## src/rtl/irq_route_pkg.sv

```systemverilog
package irq_route_pkg;

    localparam int NUM_SRC  = 32;
    localparam int NUM_LINE = 8;
    localparam int FLD_W    = 4;
    localparam int DATA_W   = 32;
    localparam int ADDR_W   = 5;
    localparam int SRC_PER_WORD = DATA_W / FLD_W;
    localparam int NUM_RWORD    = NUM_SRC / SRC_PER_WORD;
    localparam int IDX_W        = $clog2(NUM_SRC);
    localparam int SLOT_W       = ADDR_W - 2;
    localparam int RT_BASE_SLOT = 2;

    typedef enum logic [SLOT_W-1:0] {
        SLOT_MASK = 3'd0,
        SLOT_STAT = 3'd1,
        SLOT_PW3  = 3'd2,
        SLOT_PW2  = 3'd3,
        SLOT_PW1  = 3'd4,
        SLOT_PW0  = 3'd5,
        SLOT_GAP0 = 3'd6,
        SLOT_GAP1 = 3'd7
    } slot_e;

    typedef struct packed {
        logic              wr;
        logic              rd;
        slot_e             slot;
        logic [DATA_W-1:0] data;
    } reg_req_t;

    // Register slot that holds packed route word w (stored in reverse order)
    function automatic slot_e pw_slot(input int w);
        return slot_e'(RT_BASE_SLOT + NUM_RWORD - 1 - w);
    endfunction

endpackage

```

## src/rtl/irq_route_regs.sv

```systemverilog
module irq_route_regs
    import irq_route_pkg::*;
(
    input  logic                              clk,
    input  logic                              rst,
    input  reg_req_t                          req,
    input  logic [NUM_SRC-1:0]                src_i,
    output logic [NUM_SRC-1:0]                mask_q,
    output logic [NUM_SRC-1:0]                stat_q,
    output logic [NUM_RWORD-1:0][DATA_W-1:0]  route_q,
    output logic [DATA_W-1:0]                 rdata
);

    always_ff @(posedge clk) begin
        if (rst) begin
            mask_q  <= '0;
            stat_q  <= '0;
            route_q <= '0;
        end else begin
            stat_q <= src_i;
            if (req.wr && req.slot == SLOT_MASK) begin
                mask_q <= req.data;
            end
            for (int w = 0; w < NUM_RWORD; w++) begin
                if (req.wr && req.slot == pw_slot(w)) begin
                    route_q[w] <= req.data;
                end
            end
        end
    end

    always_comb begin
        rdata = '0;
        if (req.rd) begin
            if (req.slot == SLOT_MASK) rdata = mask_q;
            if (req.slot == SLOT_STAT) rdata = stat_q;
            for (int w = 0; w < NUM_RWORD; w++) begin
                if (req.slot == pw_slot(w)) rdata = route_q[w];
            end
        end
    end

endmodule

```

## src/rtl/irq_route_matrix.sv

```systemverilog
module irq_route_matrix
    import irq_route_pkg::*;
(
    input  logic [NUM_RWORD-1:0][DATA_W-1:0] route_q,
    input  logic [NUM_SRC-1:0]               act,
    output logic [NUM_LINE-1:0]              lines
);

    logic [NUM_SRC-1:0][FLD_W-1:0] fld;

    for (genvar n = 0; n < NUM_SRC; n++) begin : g_fld
        assign fld[n] = route_q[(n * FLD_W) / DATA_W][(n * FLD_W) % DATA_W +: FLD_W];
    end

    for (genvar k = 0; k < NUM_LINE; k++) begin : g_line
        logic hit;
        always_comb begin
            hit = 1'b0;
            for (int n = 0; n < NUM_SRC; n++) begin
                if (act[n] && fld[n] == FLD_W'(k)) hit = 1'b1;
            end
        end
        assign lines[k] = hit;
    end

endmodule

```

## src/rtl/irq_route_prio.sv

```systemverilog
module irq_route_prio
    import irq_route_pkg::*;
(
    input  logic [NUM_SRC-1:0] act,
    output logic [IDX_W-1:0]   idx,
    output logic               vld
);

    always_comb begin
        idx = '0;
        for (int n = NUM_SRC - 1; n >= 0; n--) begin
            if (act[n]) idx = IDX_W'(n);
        end
        vld = |act;
    end

endmodule

```

## src/rtl/irq_route_agg.sv

```systemverilog
module irq_route_agg
    import irq_route_pkg::*;
(
    input  logic                clk,
    input  logic                rst,
    input  logic [NUM_SRC-1:0]  src_i,
    input  logic                wr_en_i,
    input  logic                rd_en_i,
    input  logic [ADDR_W-1:0]   addr_i,
    input  logic [DATA_W-1:0]   wdata_i,
    output logic [DATA_W-1:0]   rdata_o,
    output logic [NUM_LINE-1:0] cpu_irq_o,
    output logic [IDX_W-1:0]    low_idx_o,
    output logic                low_vld_o
);

    reg_req_t                         req;
    logic [NUM_SRC-1:0]               mask_q;
    logic [NUM_SRC-1:0]               stat_q;
    logic [NUM_RWORD-1:0][DATA_W-1:0] route_q;
    logic [NUM_SRC-1:0]               pend;

    assign req.wr   = wr_en_i;
    assign req.rd   = rd_en_i;
    assign req.slot = slot_e'(addr_i[ADDR_W-1:2]);
    assign req.data = wdata_i;

    irq_route_regs u_regs (
        .clk     (clk),
        .rst     (rst),
        .req     (req),
        .src_i   (src_i),
        .mask_q  (mask_q),
        .stat_q  (stat_q),
        .route_q (route_q),
        .rdata   (rdata_o)
    );

    assign pend = mask_q & stat_q;

    irq_route_matrix u_matrix (
        .route_q (route_q),
        .act     (pend),
        .lines   (cpu_irq_o)
    );

    irq_route_prio u_prio (
        .act (pend),
        .idx (low_idx_o),
        .vld (low_vld_o)
    );

endmodule

```

## config.mk

```make
export PLATFORM = sky130hd
export DESIGN_NAME = irq_route_agg
export DESIGN_NICKNAME = d
export VERILOG_FILES = /design/src/rtl/irq_route_pkg.sv /design/src/rtl/irq_route_regs.sv /design/src/rtl/irq_route_matrix.sv /design/src/rtl/irq_route_prio.sv /design/src/rtl/irq_route_agg.sv
export SDC_FILE = /design/constraint.sdc
export NUM_CORES = 1
export LEC_CHECK = 0
export ABC_AREA = 1
export CAP_MARGIN = 20
export CORE_MARGIN = 2
export CORE_UTILIZATION = 30
export CTS_CLUSTER_SIZE = 28
export DETAILED_ROUTE_END_ITERATION = 7
export GPL_ROUTABILITY_DRIVEN = 0
export SETUP_SLACK_MARGIN = 0.02
export SYNTH_ARGS = -nofsm -noshare
export SYNTH_HDL_FRONTEND = slang
export SYNTH_SLANG_ARGS = --single-unit
```

## constraint.sdc

```tcl
create_clock -name clk -period 2.62 [get_ports clk]
set_input_delay 0.524 -clock clk [delete_from_list [all_inputs] [get_ports clk]]
set_output_delay 0.524 -clock clk [all_outputs]
set_load 0.01 [all_outputs]
```

# Word-level counts from Yosys, hierarchy flattened

Cells that the tools add are included.

Equality and inequality tests: 229
Muxes and demuxes: 295
Bitwise gates (word level): 1
Reduce and logical (&&, ||, !) cells: 295

Operator list:

| operator             | number |
|---|---|
| $eq A4 B3 Y1 const B | 128 |
| $logic_and A1 B1 Y1  | 261 |
| $eq A4 B2 Y1 const B | 64 |
| $mux W1              | 256 |
| $mux W32             | 7 |
| $mux W5              | 32 |
| $eq A4 B1 Y1 const B | 32 |
| $logic_not A4 Y1     | 32 |
| $and A32 B32 Y32     | 1 |
| $reduce_or A32 Y1    | 1 |
| $eq A3 B2 Y1 const B | 2 |
| $eq A3 B3 Y1 const B | 2 |
| $eq A3 B1 Y1 const B | 1 |
| $logic_not A3 Y1     | 1 |

Bits in registers: 192
Input port bits: 73
Output and inout port bits: 46
Word-level logic and storage cells: 826

# Logic depth before layout (Yosys ltp)

Gate-level depths: netlist (run 1).

Depth in word-level cells: 34
Gate-level depth with buffers: 32
Gate-level depth less buffers: 32

# Hierarchy

A second synthesis (run 1) with hierarchy kept.

Cells, all modules: 2172
Area, all modules: 12304.3 um^2

By module, submodules not included:

| module           | times used | cells each | area an instance (um^2) | sequential area each (um^2) |
|---|---|---|---|---|
| irq_route_regs   | 1          | 1150       | 8170.3                  | 3843.7 |
| irq_route_matrix | 1          | 851        | 3423.3                  | 0.0 |
| irq_route_prio   | 1          | 107        | 470.5                   | 0.0 |
| irq_route_agg    | 1          | 64         | 240.2                   | 0.0 |

# Worst setup path before layout (run 1)

OpenSTA, ideal clock, no wires.

Kind: reg2out
Start point: register u_regs.route_q[0] (netlist bit)
End point: output port cpu_irq_o[0]
Arrival time: 1.869 ns
Data required time: 2.096 ns
Slack: 0.227 ns
Stages on the path, launching flop included: 12
Path buffers: 2
Path through: dfxtp_1 -> clkbuf_1 -> nor3_1 -> a211oi_1 -> nand4_1 -> a2111oi_0 -> o221ai_1 -> a211oi_1 -> nand2_1 -> a21oi_1 -> nand4_1 -> buf_4

Word-level cells in the longest chain between the ends: 34

RTL lines:

| item                             | RTL line               | RTL |
|---|---|---|
| start: declaration               | irq_route_regs.sv:10   | `output logic [NUM_RWORD-1:0][DATA_W-1:0] route_q,` |
| start signal: indexed assignment | irq_route_regs.sv:26   | `route_q[w] <= req.data;` |
| $logic_not A4 Y1                 | irq_route_matrix.sv:20 | `if (act[n] && fld[n] == FLD_W'(k)) hit = 1'b1;` |
| $logic_and A1 B1 Y1              | irq_route_matrix.sv:20 |  |
| $mux W1 (32 in series)           | irq_route_matrix.sv:20 |  |
| end: declaration                 | irq_route_agg.sv:12    | `output logic [NUM_LINE-1:0] cpu_irq_o,` |

Every way passes these cells.

# Worst setup path after layout (run 1)

Start point: register u_regs.stat_q[31]
End point: output port low_idx_o[0]

Word-level cells in the longest chain between the ends: 33

RTL lines:

| item                     | RTL line             | RTL |
|---|---|---|
| start: declaration       | irq_route_regs.sv:9  | `output logic [NUM_SRC-1:0] stat_q,` |
| start signal: assignment | irq_route_regs.sv:20 | `stat_q <= src_i;` |
| $and A32 B32 Y32         | irq_route_agg.sv:39  | `assign pend = mask_q & stat_q;` |
| $mux W5 (32 in series)   | irq_route_prio.sv:12 | `if (act[n]) idx = IDX_W'(n);` |
| end: declaration         | irq_route_agg.sv:13  | `output logic [IDX_W-1:0] low_idx_o,` |

Every way passes these cells.

==> results of run 1 <==
layer usage:
metal  track usage, %  wire length (µm)  vias up
li1                 -                 -     6375
met1             34.2             21300     6473
met2             42.8             23300      792
met3             6.37              5130      173
met4             11.1              2480        0
met5                0                 0        -
repair_timing:
action,CTS,global route
endpoints found under the setup margin,46,37
resized for setup,403,135
pin swaps,55,51
gates cloned,6,0
setup buffers,20,15
how the worst max path moves through the flow:
| stage | end | cells after the start |
|---|---|---|
| global placement | rdata_o[29] | 9 |
| CTS | cpu_irq_o[0] | 14 |
| floorplan | cpu_irq_o[0] | 11 |
| finish | low_idx_o[0] | 33 |
| global route | low_idx_o[0] | 33 |
| detailed placement | rdata_o[29] | 9 |
power by group through the flow:
stage	logic [mW]	registers, mW	clock network, mW
after CTS	1.19	3.11	2.83
after global routing	1.33	3.13	2.92
after floorplan	0.443	3.17	0
after detailed placement	1.09	3.17	0
final	1.25	3.12	2.80
after global placement	1.09	3.17	0
sequential cells by signal, indices dropped and copies added (netlist names):
register / flops
u_regs.mask_q: 32
u_regs.stat_q: 32
u_regs.route_q: 128
layout by cell type, fill, tap and decap left out, types with 8 or more instances in the layout:
master,count
buf_4,257
nor2_1,255
nand2_1,225
inv_1,162
dfxtp_1,156
a211oi_1,128
nand3_1,87
a21oi_1,85
clkdlybuf4s50_1,66
o21ai_0,53
buf_2,43
nor3_1,34
dfxtp_2,33
nand2_2,32
buf_6,29
inv_2,28
nand2_4,27
buf_12,27
o22ai_1,18
clkbuf_16,17
nor3_2,16
a31oi_1,15
nand4_1,14
o21ai_1,13
a21oi_2,13
a31oi_2,12
o2111ai_1,11
a31oi_4,9
o21ai_2,9
o32ai_1,9
nand3_2,8
logic make-up (layout without fill, tap and decap cells):
family	count (synthesis)	in the layout	synth area share, %
DFF	192	192	35.4
buffers and inverters	290	662	10.3
and+or+nand+nor	733	733	28.6
AOI/OAI and AO/OA	431	431	25.7
per-stage QoR:
stage	total power [mW]	setup slack, ns
after floorplan	3.61	0.227
after global placement	4.25	-0.743
after detailed placement	4.26	-0.758
after CTS	7.12	-0.586
after global routing	7.37	-0.848
final	7.17	-0.611
tightest hold or removal path, stage by stage, from the launching register on:
cell,delay (ns)
dfxtp_1,0.32
inv_1,0.07
a211oi_1,0.06
layout make-up:
type | count | area, µm² | share of cell area (%)
clock buffer | 17 | 425 | 2.53
clock inverter | 15 | 191 | 1.14
inverter | 197 | 764 | 4.55
multi-input combinational | 1164 | 7060 | 42.0
sequential | 192 | 3900 | 23.2
tap | 461 | 577 | 3.43
timing repair buffer | 433 | 3890 | 23.1
synthesized netlist by cell type (all sizes together) (10+ instances only):
cell     count  area share [%]
a211oi     130             9.0
a21oi      102             4.7
a221oi      10            0.81
a31oi       36             2.1
buf         12            0.69
clkbuf      81             2.8
dfxtp      192              35
inv        196             6.8
nand2      285              11
nand3       99             4.6
nand4       14            0.81
nor2       267             9.2
nor3        56             2.6
nor4        10            0.58
o2111ai     14             1.1
o21ai       81             3.7
o22ai       20             1.2
==> metrics.md, run 1 <==
| Metric | Value |
|---|---|
| Max IR drop VDD | `415 µV` |
| Cells after DPL | `2411` |
| Hold depth | `2` |
| Crit path DAT | `2.71 ns` |
| EDFF count, synth | `0` |
| DRC Markers | `0` |
| I/O Buffers | `116` |
| Clock share of power | `39.1%` |
| DR WL/cell | `21.1 µm` |
| Via count | `13800` |
| Worst r2r src | `u_regs.route_q[4]` |
| Fin cells | `2479` |
| Max clock buf depth | `2` |
| Fin area | `16800 µm²` |
| P&R area growth vs syn | `54.9%` |
| PwrDens | `427 nW/µm²` |
| Die W | `194 µm` |
| Cell family with most CP delay | `simple AND/OR/NAND/NOR gates` |
| DRT iter0 DRCs | `1697` |
| Setup Skew | `0 ns` |
| Leakage | `6.99 nW` |
| Share of cells above drive strength 1 | `32.7%` |
| Largest net degree at the start of global routing | `65` |
| Clock Sinks | `192` |
| Ports | `119` |
| Core area | `35600 µm²` |
| Syn Area/Cell | `6.59 µm²` |
| Yosys cell types | `37` |
| FMAX | `0.309 GHz` |
| Worst hold slack | `0.488 ns` |
| Logic pwr share | `17.5%` |
| Area after DPL | `14700 µm²` |
| R2r worst-path depth | `4` |
| Hold Fails Final Rpt | `0` |
| Overall global routing resource usage | `26.7%` |
| Core Rows | `69` |
| Vias/cell | `5.57` |
| Clk_lat worst skew | `0.45 ns` |
| P_sw | `2.15 mW` |
| Critical path buffers and inverters | `2` |
| Hold Startpoint | `u_regs.route_q[49]` |
| Setup ws final | `-0.611 ns` |
| Post-route minimum period | `3.23 ns` |
| Internal | `5.02 mW` |
| Crit path top cell by count | `nand2_1` |
| Root Buffer | `clkbuf_16` |
| Cts hold-fix bufs | `0` |
| Via count of the first global-routing pass | `13300` |
| Filler cells | `3498` |
| H-Tree Depth | `4` |
| Primary FF master, synth | `dfxtp_1` |
| First-pass GRT wire length | `77600 µm` |
| Nature of the critical path endpoint | `output pin` |
| Outcome | `finished with violations` |
| Synth Register Bits | `192` |
| Syn. warnings | `0` |
| Final setup TNS | `-3.04 ns` |
| RSZ-0062 raised after global routing | `true` |
| Clk slew on worst S/H paths | `0.08 ns` |
| Starting Density | `30.5%` |
| Failing checks | `negative setup slack` |
| Worst reg-to-reg setup slack | `1.58 ns` |
| Sequential share of power | `43.5%` |
| Post-Syn Area | `10900 µm²` |
| Total gr overflow | `0` |
| Total wire length | `52300 µm` |
| Slew @ Worst Pin | `0.607 ns` |
| Max-cap violations | `0` |
| Worst-path maximum fanout | `2` |
| Critical Path Start | `u_regs.stat_q[31]` |
| Final period utilization | `123%` |
| Required @ worst endpoint | `2.10 ns` |
| Worst rel slew slack | `59.5%` |
| Fraction of registers with async set/reset | `0%` |
| Switching share of power | `30.0%` |
| Final count of negative-setup-slack endpoints | `12` |
| Initial antenna violation count | `0` |
| Fin. max-slew vios | `0` |
| Syn nets | `1719` |
| Die Span Y | `194 µm` |
| Crit-path slowest cell | `dfxtp_2` |
| Post-Syn Instances | `1646` |
| Critical path class | `reg2out` |
| # diodes | `0` |
| CP max stage delay | `0.34 ns` |
| CTS buffer count | `17` |
| First-pass detailed-route iteration total | `7` |
| Seq/Total Area, Yosys | `35.4%` |
| WHS Endpoint | `u_regs.route_q[49]` |
| CTS tree | `done` |
| R2r endpoint | `u_regs.route_q[4]` |
| CP Launch Type | `flip-flop` |
| Post-DRT Antenna Nets | `0` |
| Fin util | `47.3%` |
| Dpl hpwl | `38400 µm` |
| Final Net Count | `2078` |
| Die area | `37700 µm²` |
| HP Class | `reg2reg` |
Note: power is estimated with default switching activity, not from simulation.
==> run 2, diff against run 1 <==
--- a/config.mk
+++ b/config.mk
@@ -7,6 +7,7 @@
 export LEC_CHECK = 0
 export ABC_AREA = 1
 export CAP_MARGIN = 20
+export CORE_ASPECT_RATIO = 2
 export CORE_MARGIN = 2
 export CORE_UTILIZATION = 30
 export CTS_CLUSTER_SIZE = 28
@@ -15,4 +16,5 @@
 export SETUP_SLACK_MARGIN = 0.02
 export SYNTH_ARGS = -nofsm -noshare
 export SYNTH_HDL_FRONTEND = slang
+export SYNTH_HIERARCHICAL = 1
 export SYNTH_SLANG_ARGS = --single-unit
==> run 2 against run 1 <==
  * The flow still finishes with violations (negative setup slack)
  * Register-to-register slack improved by 0.16 ns
  * Non-clock buffer count decreased by 170
  * Largest power group unchanged
  * Worst setup slack improved by 0.023 ns
  * Global-route usage decreased by 1.6 points
  * Via count increased by 7.5%
  * Maximum frequency increased by 0.71%
  * Sequential cell count unchanged
  * First-iteration DRC count decreased by 15%
  * Utilization decreased by 7.3 points
  * Critical endpoint unchanged
==> metrics.md, run 2 <==
| Metric | Value |
|---|---|
| Outcome | `finished with violations` |
| Failing checks | `negative setup slack` |
| Max IR drop VDD | `440 µV` |
| Nature of the critical path endpoint | `output pin` |
| Total gr overflow | `0` |
| Core Rows | `105` |
| Via count | `14900` |
| Fin area | `16300 µm²` |
| Leakage | `7.52 nW` |
| CP max stage delay | `0.33 ns` |
| Main combinational cell family by area after synthesis | `simple AND/OR/NAND/NOR gates` |
| Commonest non-fill, non-tap cell in the layout | `nand2_1` |
| Setup ws final | `-0.589 ns` |
| Pre-CTS WS | `-0.694 ns` |
| Die area | `42700 µm²` |
| RSZ-0062 raised after global routing | `true` |
| DR WL/cell | `18.9 µm` |
| CTS tree | `done` |
| I/O Buffers | `116` |
| Post-Syn Instances | `2172` |
| Dpl hpwl | `41400 µm` |
| Total wire length | `54800 µm` |
| Clock Sinks | `192` |
| Die W | `147 µm` |
| Total Power | `7.01 mW` |
| Core area | `40700 µm²` |
| Setup Skew | `0 ns` |
| Seq/Total Area, Yosys | `31.2%` |
| EDFF count, synth | `0` |
| Crit-path slowest cell | `dfxtp_2` |
| Post-DRT Antenna Nets | `0` |
| Simple-gate area share of the yosys netlist | `45.2%` |
| Die Span Y | `290 µm` |
| Required @ worst endpoint | `2.10 ns` |
| Syn nets | `2245` |
| Area after DPL | `14900 µm²` |
| Fin. max-slew vios | `0` |
| Yosys cell types | `29` |
| Top post-synthesis cells by area | `dfxtp_1 31%, nand2_1 22%, nor2_1 11%` |
| H-Tree Depth | `4` |
| P&R area growth vs syn | `32.2%` |
| Worst rel slew slack | `65.8%` |
| # diodes | `0` |
| Via count of the first global-routing pass | `13500` |
| Critical path class | `reg2out` |
| Top-count cell post-synth | `nand2_1` |
| PwrDens | `431 nW/µm²` |
| Crit path top cell by count | `nand2_1` |
| Final Net Count | `2431` |
| First-pass GRT wire length | `80600 µm` |
| DRT iter0 DRCs | `1444` |
| Crit path DAT | `2.68 ns` |
| HP Class | `in2reg` |
| Root Buffer | `clkbuf_16` |
| Final period utilization | `122%` |
| Biggest regs | `u_regs/route_q x128, u_regs/mask_q x32, u_regs/stat_q x32` |
| Cell taking the most area after synthesis | `dfxtp_1` |
| Synth Register Bits | `192` |
| Overall global routing resource usage | `25.0%` |
| First-pass detailed-route iteration total | `5` |
| Clk_lat worst skew | `0.46 ns` |
| Cts hold-fix bufs | `0` |
| Starting Density | `30.2%` |
| Syn Area/Cell | `5.66 µm²` |
| Ports | `119` |
| Share of cells above drive strength 1 | `17.2%` |
| Adder-Cell Fraction of Synth Area | `0%` |
| Fraction of registers with async set/reset | `0%` |
| Multiplexer share of the synthesized area | `0%` |
| Commonest non-fill, non-tap cells in the layout | `702 x nand2_1, 314 x nor2_1, 226 x nand3_1` |
| Syn. warnings | `6` |
| Compound-Gate Fraction of Synth Area | `12.2%` |
| Max clock buf depth | `2` |
| Post-synth top area share | `31.2%` |
| Vias/cell | `5.11` |
| Post-Syn Area | `12300 µm²` |
| Post-route minimum period | `3.21 ns` |
| Synth Area in XOR/XNOR | `0%` |
| Max reg flops | `128` |
| Slew @ Worst Pin | `0.513 ns` |
| Biggest register | `u_regs/route_q` |
| Primary FF master, synth | `dfxtp_1` |
| Max-cap violations | `0` |
| Clk slew on worst S/H paths | `0.08 ns` |
| Worst-path maximum fanout | `2` |
| Initial antenna violation count | `0` |
| DRC Markers | `0` |
| Synth top cells by count | `735 x nand2_1, 355 x nor2_1, 237 x inv_1` |
| Largest net degree at the start of global routing | `59` |
| CP Launch Type | `flip-flop` |
| CTS buffer count | `17` |
| Hold Fails Final Rpt | `0` |
| Final count of negative-setup-slack endpoints | `5` |
| FMAX | `0.312 GHz` |
[run 2: metal layers]
layer | routed length, µm | track usage (%)
met1 | 21000 | 29.8
met2 | 26200 | 42.2
met3 | 3540 | 2.61
met4 | 4110 | 16.8
met5 | 0 | 0
[run 2: worst max-delay path, delay by kind of cell (launching register included)]
| kind | cells | cell delay (ns) |
|---|---|---|
| compound gates | 1 | 0.15 |
| buf+inv | 3 | 0.24 |
| flops | 1 | 0.33 |
| simple gates | 30 | 1.49 |
[run 2: kinds of logic (layout without fill, tap and decap cells)]
kind of cell           Yosys count  in the layout
AOI/OAI and AO/OA              268            268
buffers and inverters          344            543
DFF                            192            192
and+or+nand+nor               1368           1368
[run 2: path summary, 6_finish.rpt]
path / startpoint / endpoint / slack (ns) / cells past startpoint
setup reg to reg: u_regs/route_q[55] / u_regs/route_q[55] / 1.74 / 2
setup / recovery: u_regs/mask_q[30] / low_idx_o[0] / -0.59 / 34
hold / removal: rst / u_regs/stat_q[19] / 0.47 / 2
hold reg to reg: u_regs/mask_q[16] / u_regs/mask_q[16] / 0.49 / 2
[run 2: area by class of cell]
type	count	area (µm²)
Inverter	248	966
Clock buffer	19	443
Fill cell	4402	24500
Clock inverter	13	199
Multi-Input combinational cell	1636	7560
Sequential cell	192	3870
Tap cell	535	669
Timing Repair Buffer	263	2550
[run 2: through the flow]
step	util, %	hold slack [ns]	std cells	setup TNS [ns]
final	39.9	0.469	2906	-1.41
after global routing	39.9	0.484	2906	-2.19
after CTS	39.2	0.467	2903	-1.52
after detailed placement	36.6	0.471	2851	-22.44
after global placement	36.6	0.467	2851	-21.73
after floorplan	-	0.451	2172	0
[run 2: where the power goes]
group / switching (mW) / internal (mW) / total [mW]
Clock: 1.26 / 1.65 / 2.91
Combinational: 0.594 / 0.392 / 0.986
Sequential: 0.110 / 3.00 / 3.11
Total: 1.97 / 5.04 / 7.01
[run 2: what timing repair did]
item / CTS / global route
gates resized for setup: 249 / 98
buffers inserted: 17 / 9
setup endpoints to repair: 46 / 30
pin swaps: 24 / 47
cloned: 4 / 1
==> run 3, diff against run 2 <==
--- a/config.mk
+++ b/config.mk
@@ -10,6 +10,7 @@
 export CORE_ASPECT_RATIO = 2
 export CORE_MARGIN = 2
 export CORE_UTILIZATION = 30
+export CTS_CLUSTER_DIAMETER = 80
 export CTS_CLUSTER_SIZE = 28
 export DETAILED_ROUTE_END_ITERATION = 7
 export GPL_ROUTABILITY_DRIVEN = 0
==> results of run 3 <==
Same layout as run 2: the final DEF is identical, and so are final timing and power.
